--- src/rtl/wbc_pkg.sv ---
package wbc_pkg;

  typedef enum logic [2:0] {
    ST_I = 3'd0,
    ST_S = 3'd1,
    ST_E = 3'd2,
    ST_O = 3'd3,
    ST_M = 3'd4
  } lstate_e;

  typedef enum logic [2:0] {
    CMD_NONE,
    CMD_ALLOC,
    CMD_FILL,
    CMD_CANCEL,
    CMD_EVICT
  } slot_cmd_e;

  typedef struct packed {
    logic    ok;
    lstate_e st;
  } settle_t;

  // Final stable state once writeback data lands on a busy line.
  function automatic settle_t settle_state(lstate_e base, logic vic_dirty,
                                           logic vic_shared, logic dat_shared);
    settle_t r;
    logic    sh;
    sh   = vic_shared | dat_shared;
    r.ok = 1'b1;
    r.st = base;
    unique case (base)
      ST_I, ST_E: r.st = vic_dirty ? (sh ? ST_O : ST_M) : (sh ? ST_S : ST_E);
      ST_M:       r.st = sh ? ST_O : ST_M;
      ST_S: begin
        if (sh) r.st = vic_dirty ? ST_O : ST_S;
        else    r.ok = 1'b0;
      end
      ST_O: begin
        if (sh) r.st = ST_O;
        else    r.ok = 1'b0;
      end
      default: r.ok = 1'b0;
    endcase
    return r;
  endfunction

endpackage

--- src/rtl/wbc_line_slot.sv ---
module wbc_line_slot
  import wbc_pkg::*;
#(
  parameter int ID_W   = 4,
  parameter int DATA_W = 32
) (
  input  logic              clk,
  input  logic              rst_n,
  input  slot_cmd_e         cmd,
  input  logic              alloc_dirty,
  input  logic              alloc_shared,
  input  logic [ID_W-1:0]   alloc_sender,
  input  lstate_e           fill_state,
  input  logic              fill_dirty,
  input  logic [DATA_W-1:0] fill_data,
  output lstate_e           state,
  output logic              busy,
  output logic              vic_dirty,
  output logic              vic_shared,
  output logic [ID_W-1:0]   sender,
  output logic              dirty,
  output logic [DATA_W-1:0] data
);

  always_ff @(posedge clk) begin
    if (!rst_n) begin
      state      <= ST_I;
      busy       <= 1'b0;
      vic_dirty  <= 1'b0;
      vic_shared <= 1'b0;
      sender     <= '0;
      dirty      <= 1'b0;
      data       <= '0;
    end else begin
      unique case (cmd)
        CMD_ALLOC: begin
          busy       <= 1'b1;
          vic_dirty  <= alloc_dirty;
          vic_shared <= alloc_shared;
          sender     <= alloc_sender;
        end
        CMD_FILL: begin
          state <= fill_state;
          dirty <= dirty | fill_dirty;
          data  <= fill_data;
          busy  <= 1'b0;
        end
        CMD_CANCEL: busy <= 1'b0;
        CMD_EVICT: begin
          state <= ST_I;
          dirty <= 1'b0;
        end
        default: ;
      endcase
    end
  end

endmodule

--- src/rtl/wbc_arbiter.sv ---
module wbc_arbiter
  import wbc_pkg::*;
#(
  parameter int NUM_LINES = 4,
  parameter int ID_W      = 4,
  localparam int LINE_W   = $clog2(NUM_LINES)
) (
  input  logic              req_valid,
  input  logic              req_cancel,
  input  logic [LINE_W-1:0] req_line,
  input  logic [ID_W-1:0]   req_id,
  input  logic              req_room,
  input  logic [LINE_W-1:0] req_victim,
  input  logic              dat_valid,
  input  logic [LINE_W-1:0] dat_line,
  input  logic              dat_shared,
  input  lstate_e           sl_state      [NUM_LINES],
  input  logic              sl_busy       [NUM_LINES],
  input  logic              sl_vdirty     [NUM_LINES],
  input  logic              sl_vshared    [NUM_LINES],
  input  logic [ID_W-1:0]   sl_sender     [NUM_LINES],
  output slot_cmd_e         sl_cmd        [NUM_LINES],
  output lstate_e           fill_state,
  output logic              fill_go,
  output logic              cancel_go,
  output logic              accept_go,
  output logic              evict_go,
  output logic              stall_go,
  output logic              err_go,
  output logic              retry_go,
  output logic              touch_go
);

  settle_t res;
  logic    vic_req;

  always_comb begin
    res       = settle_state(sl_state[dat_line], sl_vdirty[dat_line],
                             sl_vshared[dat_line], dat_shared);
    fill_go   = dat_valid && sl_busy[dat_line] && res.ok;
    err_go    = dat_valid && !fill_go;
    fill_state = res.st;

    cancel_go = req_valid && req_cancel && sl_busy[req_line] &&
                (sl_sender[req_line] == req_id) && !fill_go;
    vic_req   = req_valid && !req_cancel;
    stall_go  = vic_req && sl_busy[req_line];
    accept_go = vic_req && !stall_go && req_room;
    evict_go  = vic_req && !stall_go && !req_room && !sl_busy[req_victim];
    retry_go  = req_valid && !cancel_go && !accept_go;
    touch_go  = accept_go && (sl_state[req_line] != ST_I);
  end

  for (genvar g = 0; g < NUM_LINES; g++) begin : g_cmd
    always_comb begin
      if (fill_go && dat_line == LINE_W'(g))          sl_cmd[g] = CMD_FILL;
      else if (cancel_go && req_line == LINE_W'(g))   sl_cmd[g] = CMD_CANCEL;
      else if (accept_go && req_line == LINE_W'(g))   sl_cmd[g] = CMD_ALLOC;
      else if (evict_go && req_victim == LINE_W'(g))  sl_cmd[g] = CMD_EVICT;
      else                                            sl_cmd[g] = CMD_NONE;
    end
  end

endmodule

--- src/rtl/wbc_victim_ctrl.sv ---
module wbc_victim_ctrl
  import wbc_pkg::*;
#(
  parameter int NUM_LINES = 4,
  parameter int ID_W      = 4,
  parameter int DATA_W    = 32,
  localparam int LINE_W   = $clog2(NUM_LINES)
) (
  input  logic              clk,
  input  logic              rst_n,
  input  logic              req_valid,
  input  logic              req_cancel,
  input  logic              req_dirty,
  input  logic              req_shared,
  input  logic [LINE_W-1:0] req_line,
  input  logic [ID_W-1:0]   req_id,
  input  logic              req_room,
  input  logic [LINE_W-1:0] req_victim,
  input  logic              dat_valid,
  input  logic [LINE_W-1:0] dat_line,
  input  logic [DATA_W-1:0] dat_data,
  input  logic              dat_dirty,
  input  logic              dat_shared,
  input  logic [LINE_W-1:0] look_line,
  output logic [2:0]        look_state,
  output logic              look_busy,
  output logic              look_dirty,
  output logic [DATA_W-1:0] look_data,
  output logic              ack_valid,
  output logic [ID_W-1:0]   ack_id,
  output logic              unblock_valid,
  output logic [LINE_W-1:0] unblock_line,
  output logic              repl_valid,
  output logic [LINE_W-1:0] repl_line,
  output logic              touch_valid,
  output logic [LINE_W-1:0] touch_line,
  output logic              retry,
  output logic              proto_err
);

  lstate_e           sl_state   [NUM_LINES];
  logic              sl_busy    [NUM_LINES];
  logic              sl_vdirty  [NUM_LINES];
  logic              sl_vshared [NUM_LINES];
  logic [ID_W-1:0]   sl_sender  [NUM_LINES];
  logic              sl_dirty   [NUM_LINES];
  logic [DATA_W-1:0] sl_data    [NUM_LINES];
  slot_cmd_e         sl_cmd     [NUM_LINES];

  // Named internal events, also watched by the bound checker.
  lstate_e fill_state;
  logic    fill_go, cancel_go, accept_go, evict_go, stall_go;
  logic    err_go, retry_go, touch_go;

  wbc_arbiter #(.NUM_LINES(NUM_LINES), .ID_W(ID_W)) u_arb (
    .req_valid (req_valid),  .req_cancel(req_cancel), .req_line(req_line),
    .req_id    (req_id),     .req_room  (req_room),   .req_victim(req_victim),
    .dat_valid (dat_valid),  .dat_line  (dat_line),   .dat_shared(dat_shared),
    .sl_state  (sl_state),   .sl_busy   (sl_busy),    .sl_vdirty (sl_vdirty),
    .sl_vshared(sl_vshared), .sl_sender (sl_sender),  .sl_cmd    (sl_cmd),
    .fill_state(fill_state), .fill_go   (fill_go),    .cancel_go (cancel_go),
    .accept_go (accept_go),  .evict_go  (evict_go),   .stall_go  (stall_go),
    .err_go    (err_go),     .retry_go  (retry_go),   .touch_go  (touch_go)
  );

  for (genvar g = 0; g < NUM_LINES; g++) begin : g_slot
    wbc_line_slot #(.ID_W(ID_W), .DATA_W(DATA_W)) u_slot (
      .clk         (clk),
      .rst_n       (rst_n),
      .cmd         (sl_cmd[g]),
      .alloc_dirty (req_dirty),
      .alloc_shared(req_shared),
      .alloc_sender(req_id),
      .fill_state  (fill_state),
      .fill_dirty  (dat_dirty),
      .fill_data   (dat_data),
      .state       (sl_state[g]),
      .busy        (sl_busy[g]),
      .vic_dirty   (sl_vdirty[g]),
      .vic_shared  (sl_vshared[g]),
      .sender      (sl_sender[g]),
      .dirty       (sl_dirty[g]),
      .data        (sl_data[g])
    );
  end

  assign look_state = sl_state[look_line];
  assign look_busy  = sl_busy[look_line];
  assign look_dirty = sl_dirty[look_line];
  assign look_data  = sl_data[look_line];

  always_ff @(posedge clk) begin
    if (!rst_n) begin
      ack_valid     <= 1'b0;
      ack_id        <= '0;
      unblock_valid <= 1'b0;
      unblock_line  <= '0;
      repl_valid    <= 1'b0;
      repl_line     <= '0;
      touch_valid   <= 1'b0;
      touch_line    <= '0;
      retry         <= 1'b0;
      proto_err     <= 1'b0;
    end else begin
      ack_valid     <= accept_go;
      ack_id        <= req_id;
      unblock_valid <= fill_go || cancel_go;
      unblock_line  <= fill_go ? dat_line : req_line;
      repl_valid    <= evict_go;
      repl_line     <= req_victim;
      touch_valid   <= touch_go;
      touch_line    <= req_line;
      retry         <= retry_go;
      proto_err     <= err_go;
    end
  end

endmodule

--- config.mk ---
export PLATFORM = sky130hd
export DESIGN_NAME = wbc_victim_ctrl
export DESIGN_NICKNAME = d
export VERILOG_FILES = /design/src/rtl/wbc_pkg.sv /design/src/rtl/wbc_line_slot.sv /design/src/rtl/wbc_arbiter.sv /design/src/rtl/wbc_victim_ctrl.sv
export SDC_FILE = /design/constraint.sdc
export NUM_CORES = 1
export LEC_CHECK = 0
export ABC_AREA = 1
export BUFFER_PORTS_ARGS = -buffer_cell sky130_fd_sc_hd__buf_2
export CORE_MARGIN = 2
export CORE_UTILIZATION = 58
export CTS_CLUSTER_DIAMETER = 30
export CTS_CLUSTER_SIZE = 28
export DETAILED_ROUTE_END_ITERATION = 8
export HOLD_SLACK_MARGIN = 0.02
export PLACE_DENSITY = 0.82
export SETUP_SLACK_MARGIN = 0.02
export SLEW_MARGIN = 20
export SYNTH_ARGS = -nofsm -noshare
export SYNTH_HDL_FRONTEND = slang
export SYNTH_SLANG_ARGS = --single-unit
--- constraint.sdc ---
create_clock -name clk -period 2.4 [get_ports clk]
set_clock_uncertainty 0.1 [all_clocks]
set_input_delay 0.24 -clock clk [delete_from_list [all_inputs] [get_ports clk]]
set_output_delay 0.24 -clock clk [all_outputs]
set_load 0.02 [all_outputs]
* Word level (Yosys, flattened, before mapping)
Index checks and enable logic that the tools add are counted.
** Storage, ports and cells
- Register bits after elaboration :: 188
- Input port bits :: 54
- Output and inout bits :: 53
- Logic and storage cells :: 215
** Cells by class
- Order comparisons :: 4
- Equality and inequality tests :: 30
- Muxes and demuxes :: 74
- Bitwise gates (word level) :: 9
- Reductions and logical operators :: 60
** Operator list (number)
- two-way mux 3 bit :: 26
- binary-select mux 32 bit (select 2 bit) :: 1
- two-way mux 32 bit :: 2
- logical AND 1 bit :: 32
- equality test 3 x 2 -> 1 bit (second input constant) :: 10
- one-hot mux 3 bit (2 select lines) :: 4
- binary-select mux 3 bit (select 2 bit) :: 3
- one-hot mux 1 bit (2 select lines) :: 9
- nonzero test 2 bit :: 8
- equality test 3 x 1 -> 1 bit (second input constant) :: 5
- equality test 3 bit (second input constant) :: 5
- two-way mux 1 bit :: 15
- binary-select mux 1 bit (select 2 bit) :: 7
- equality test 2 bit (second input constant) :: 6
- greater-or-equal comparator 3 bit (second input constant) :: 4
- inverter 2 -> 3 bit :: 4
- one-hot mux 3 bit (4 select lines) :: 1
- OR reduction 2 bit :: 6
- binary-select mux 4 bit (select 2 bit) :: 1
- two-way mux 4 bit :: 2
- zero test 1 bit :: 7
- equality test 2 x 1 -> 1 bit (second input constant) :: 3
- zero test 2 bit :: 3
- two-way mux 2 bit :: 3
- 6 further kinds :: 10

* Depth between registers and ports, before layout
- Depth in word-level cells :: 17
- Gate-level depth with buffers :: 15
- Mapped depth without buffers :: 14

* Modules after synthesis
From an unflattened synthesis, not the netlist that was laid out.
** Second synthesis, totals
- Cells, all modules :: 1447
- Area, all modules :: 9354.0 µm²
** Modules (own cells, without submodules)
- wbc_line_slot :: instances 4, cells an instance 191, area each 1542.7 µm², seq. area each 860.8 µm²
- wbc_victim_ctrl :: instances 1, cells an instance 483, area each 2223.4 µm², seq. area each 320.3 µm²
- wbc_arbiter :: instances 1, cells an instance 200, area each 959.7 µm², seq. area each 0.0 µm²

* Least setup slack after synthesis
No wires, ideal clock.
- Path kind :: input to register
- Start :: input dat_line[0]
- End :: register g_slot[1].u_slot.data[16]
- Setup time :: 0.116 ns
- Data arrival time :: 1.626 ns
- Required time :: 2.184 ns
- Path slack :: 0.558 ns
- Stages on the path :: 15
- Buffers on the path :: 3
- Path through :: buf_6 nand2_4 inv_2 nand2_1 nand2_1 nor2_4 nand2_1 nand2_2 nand3_4 buf_6 nor2_8 inv_4 buf_4 nor2_1 nor2_1
** Between the ends
- Longest elaborated chain between the ends :: 14
- Elaborated cells between the ends (all ways) :: 30
- Those cells by class :: eq/ne (6); mux (13); bitwise (2); reduce/logical (9)
** RTL lines
- from (decl) :: line wbc_victim_ctrl.sv:20 : input logic [LINE_W-1:0] dat_line,
- inverter 2 -> 3 bit (implied by the code) :: line wbc_arbiter.sv:38, wbc_arbiter.sv:39, wbc_arbiter.sv:40
- binary-select mux 3 bit (select 2 bit) / binary-select mux 1 bit (select 2 bit) (equally long branches) :: line wbc_arbiter.sv:38, wbc_arbiter.sv:39
- two-way mux 3 bit (implied by the code) / two-way mux 1 bit (equally long branches) (2 in a row) :: line wbc_arbiter.sv:38, wbc_arbiter.sv:39
- equality test 3 x 2 -> 1 bit, or another cell as far along :: line wbc_pkg.sv:32 : unique case (base)
- OR reduction 3 bit (no source line), or another cell as far along
- one-hot mux 1 bit (2 select lines) :: line wbc_pkg.sv:32
- logical AND 1 bit :: line wbc_arbiter.sv:40 : fill_go = dat_valid && sl_busy[dat_line] && res.ok;
- zero test 1 bit :: line wbc_arbiter.sv:45 : (sl_sender[req_line] == req_id) && !fill_go;
- logical AND 1 bit :: line wbc_arbiter.sv:45
- logical AND 1 bit :: line wbc_arbiter.sv:57 : else if (cancel_go && req_line == LINE_W'(g)) sl_cmd[g] = CMD_CANCEL;
- two-way mux 3 bit :: line wbc_arbiter.sv:57
- two-way mux 3 bit (*) :: line wbc_arbiter.sv:56 : if (fill_go && dat_line == LINE_W'(g)) sl_cmd[g] = CMD_FILL;
- equality test 3 x 2 -> 1 bit (*) :: line wbc_line_slot.sv:35 : unique case (cmd)
- to (signal assigned) :: line wbc_line_slot.sv:45 : data <= fill_data;
- to (decl) :: line wbc_line_slot.sv:22 : output logic [DATA_W-1:0] data
Every way passes the cells marked *; elsewhere a longest branch is shown, timed or not. The select of a mux whose other input is x is not followed.
A chain may end at the register's enable or synchronous reset.

* Final worst setup path
- Start :: register g_slot[2].u_slot.state[2]
- End :: register g_slot[2].u_slot.state[2]
** Between the ends
- Longest elaborated chain between the ends :: 14
- Elaborated cells between the ends (all ways) :: 26
- Those cells by class :: eq/ne (6); mux (10); reduce/logical (10)
** RTL lines
- from (decl) :: line wbc_line_slot.sv:16 : output lstate_e state,
- from (signal assigned) :: line wbc_line_slot.sv:43 : state <= fill_state;
- binary-select mux 3 bit (select 2 bit) (*) :: line wbc_arbiter.sv:38 : res = settle_state(sl_state[dat_line], sl_vdirty[dat_line],
- two-way mux 3 bit (implied by the code) (*) (2 in a row) :: line wbc_arbiter.sv:38
- equality test 3 x 2 -> 1 bit, or another cell as far along :: line wbc_pkg.sv:32
- OR reduction 3 bit (no source line) / OR reduction 2 bit (equally long branches)
- one-hot mux 1 bit (2 select lines) :: line wbc_pkg.sv:32
- logical AND 1 bit :: line wbc_arbiter.sv:40
- zero test 1 bit :: line wbc_arbiter.sv:45
- logical AND 1 bit :: line wbc_arbiter.sv:45
- logical AND 1 bit :: line wbc_arbiter.sv:57
- two-way mux 3 bit :: line wbc_arbiter.sv:57
- two-way mux 3 bit :: line wbc_arbiter.sv:56
- equality test 3 bit / equality test 3 x 2 -> 1 bit (equally long branches) :: line wbc_line_slot.sv:35
- one-hot mux 3 bit (2 select lines) / nonzero test 2 bit (equally long branches)
Marked as above.

==> reports/metrics.csv <==
metric;value;unit
status;finished, final reports clean;
worst reg2reg startpoint;g_slot[2].u_slot.state[2]$_SDFFE_PN0P_;
multi-input logic area;3821;um^2
# resized after CTS;0;
FF+latch count, synth;188;
worst skew pair latency;0.43;ns
Avg WL per Cell;15.54;um
largest net degree at the start of global routing;74;
Overall Global Routing Usage;30.85;%
Synth Area per Inst;7.034;um^2
r2r endpoint;g_slot[2].u_slot.state[2]$_SDFFE_PN0P_;
Detail Route Antenna Nets;0;
Critical Setup Path Class;register to register;
total grt overflow;0;
syn_nets;1218;
ys flop type;dfxtp_1;
number of synthesized flops with an enable pin;0;
Leak;4.587;nW
largest family of logic cells by synthesized area;simple AND/OR/NAND/NOR gates;
n_diodes;0;
nets;1335;
First DRT Iteration DRCs;1043;
DP Cell Count;1398;
number of max-cap violations;0;
Initial DRT Pass Iterations;9;
Die H;122.8;um
DR DRC count;0;
Syn-to-layout area delta;20.19;%
Syn Inst Count;1163;
pwr/cell area;694.0;nW/um^2
CTS clock-pin slew for the worst setup and hold paths;0.07;ns
Clock Path Buffers;2;
pre-CTS setup slack;0.1178;ns
vias in the first global route;7574;
hold_buf cts;42;
# port buffers;106;
initial core utilization;59.16;%
initial antenna violation count;0;
area leader, netlist;dfxtp_1;
first-pass GRT wire length;36.90;mm
die width;122.8;um
RSZ-0062 raised after global routing;false;
CP startpoint;g_slot[2].u_slot.state[2]$_SDFFE_PN0P_;
routed vias/inst;5.652;
CP endpoint kind;register;
layout cells sized above 1;14.39;%
sink count of the clock tree;188;
maximum VDD drop;0.6746;mV
FP Rows;43;
final total power;0.006824;W
slew at the pin closest to its max-slew limit;0.7821;ns
register area share after synthesis;46.01;%
# fillers;1102;
adder-cell share of the synthesized area;0.1530;%
CTS root buffer;clkbuf_16;
H-tree depth;4;
Distinct cells, synth;28;
CP Max Fanout;36;
Worst Path Arrival;2.31;ns
slew margin rel.;47.79;%
Final period util;85.69;%
commonest cells in the synthesized netlist;nor2_1, o21ai_0, dfxtp_1;
yosys synthesis warning count;0;
WL final;22.90;mm
FF-to-FF path depth;11;
Worst EP required;2.65;ns
FMAX;486.2;MHz
I/O pin cnt;107;
Post-Synth XOR/XNOR Area;0;%
Worst path slowest cell;dfxtp_1;
CP Launch Type;register;
crit-path max cell delay;0.37;ns
ranking of synthesized cells by area;dfxtp_1, nor2_1, o21ai_0;
hold_ws;0.04224;ns
Placer Congestion;0.8856;
max-slew violation count;0;
Hold Vio Cnt, Final;0;
min cycle time layout;2.057;ns
Vias;8325;
crit path to;g_slot[2].u_slot.state[2]$_SDFFE_PN0P_;
most common cell in the netlist;nor2_1;
Register Area;3764;um^2
Synth async-reset ratio;0;%
Mapped Area;8180;um^2
setup_tns;0;ns
hpwl dp;13.44;mm
Final WS setup;0.3434;ns
post-synth top area share;46.01;%
Synth Area in Simple Gates;25.94;%
mux share of post-synthesis cell area;0;%
CTS tree;yes;
core box area;13830;um^2
Final Setup Violations;0;
R2R Setup Slk;0.34;ns
CP Cell Sequence;inv_1 -> nand2_1 -> o21ai_1 -> nor2_1 -> nand2_2 -> nand3_4 -> buf_4 -> nor2_8 -> inv_4 -> nand3_1 -> a21oi_1;
setup bufs post-CTS;0;
Die Area;15070;um^2
hold crit path type;input pin to register;
fin cells;1473;
cts bufs inserted;17;
Compound-Gate Fraction of Synth Area;20.62;%
where the power goes:
part	internal, W	switching (W)
Combinational	0.000231	0.000428
Clock	0.00180	0.00120
Sequential	0.00315	0.0000160
Total	0.00518	0.00164
kinds of logic after synthesis:
| family | after synthesis |
|---|---|
| simple gates | 518 |
| buf+inv | 130 |
| fa+ha+maj | 1 |
| flops | 188 |
| compound gates | 326 |
cell usage in the layout, fill, tap and decap left out, types with 4 or more instances in the layout:
cell type	netlist	final
o22ai_1	40	40
dfxtp_1	188	188
o21ai_1	42	42
nand2_1	104	104
o21ai_0	190	190
clkinv_2	0	4
buf_2	13	105
inv_1	45	44
nor2_4	5	5
nand3_1	32	32
bufinv_16	0	4
nand4_1	4	4
dlygate4sd3_1	0	43
nor3_1	7	7
buf_4	7	23
nor2_1	355	355
inv_2	7	8
a21oi_1	52	52
clkbuf_16	0	17
final cells by class:
cell class / instances / share of cell area (%)
multi-input combinational: 845 / 38.86
sequential: 188 / 38.28
timing repair buffer: 174 / 12.09
clock buffer: 21 / 4.683
tap: 180 / 2.291
inverter: 54 / 2.112
clock inverter: 11 / 1.680
registers in the layout, summed over array words and instances (netlist names), 2 cells and up:
register / flops
ack_id: 4
g_slot.u_slot.busy: 4
g_slot.u_slot.data: 128
g_slot.u_slot.dirty: 4
g_slot.u_slot.sender: 16
g_slot.u_slot.state: 12
g_slot.u_slot.vic_dirty: 4
g_slot.u_slot.vic_shared: 4
repl_line: 2
touch_line: 2
unblock_line: 2
how the worst min path moves through the flow:
stage	depth (start not counted)	slack, ns	startpoint	endpoint
floorplan	2	0.23	req_id[0]	ack_id[0]$_SDFF_PN0_
global placement	3	0.33	req_id[1]	ack_id[1]$_SDFF_PN0_
detailed placement	3	0.35	req_id[3]	ack_id[3]$_SDFF_PN0_
CTS	3	0.02	dat_data[2]	g_slot[3].u_slot.data[2]$_SDFFE_PN0N_
global route	4	0.05	req_cancel	repl_valid$_SDFF_PN0_
finish	4	0.04	req_cancel	repl_valid$_SDFF_PN0_
layer usage:
metal / up-vias / global-route usage [%] / wire length, um
li1: 4063 / - / -
met1: 3797 / 41.47 / 9922
met2: 411 / 49.62 / 10600
met3: 54 / 5.623 / 1895
met4: 0 / 11.21 / 473
met5: - / 0 / 0
worst max-delay path: cells and delay by family, from the launching register on:
family | cells | cell delay [ns]
flip-flops | 1 | 0.37
buffers and inverters | 3 | 0.61
AO/OA/AOI/OAI | 2 | 0.22
AND/OR/NAND/NOR | 6 | 0.67
through the flow:
step                      instance area (um^2)  utilization [%]
final                                     9832            71.11
after global routing                      9832            71.11
after CTS                                 9822            71.03
after detailed placement                  8776            63.47
after global placement                    8776            63.47
after floorplan                           8180                -
Note: power is estimated with default switching activity, not from simulation.
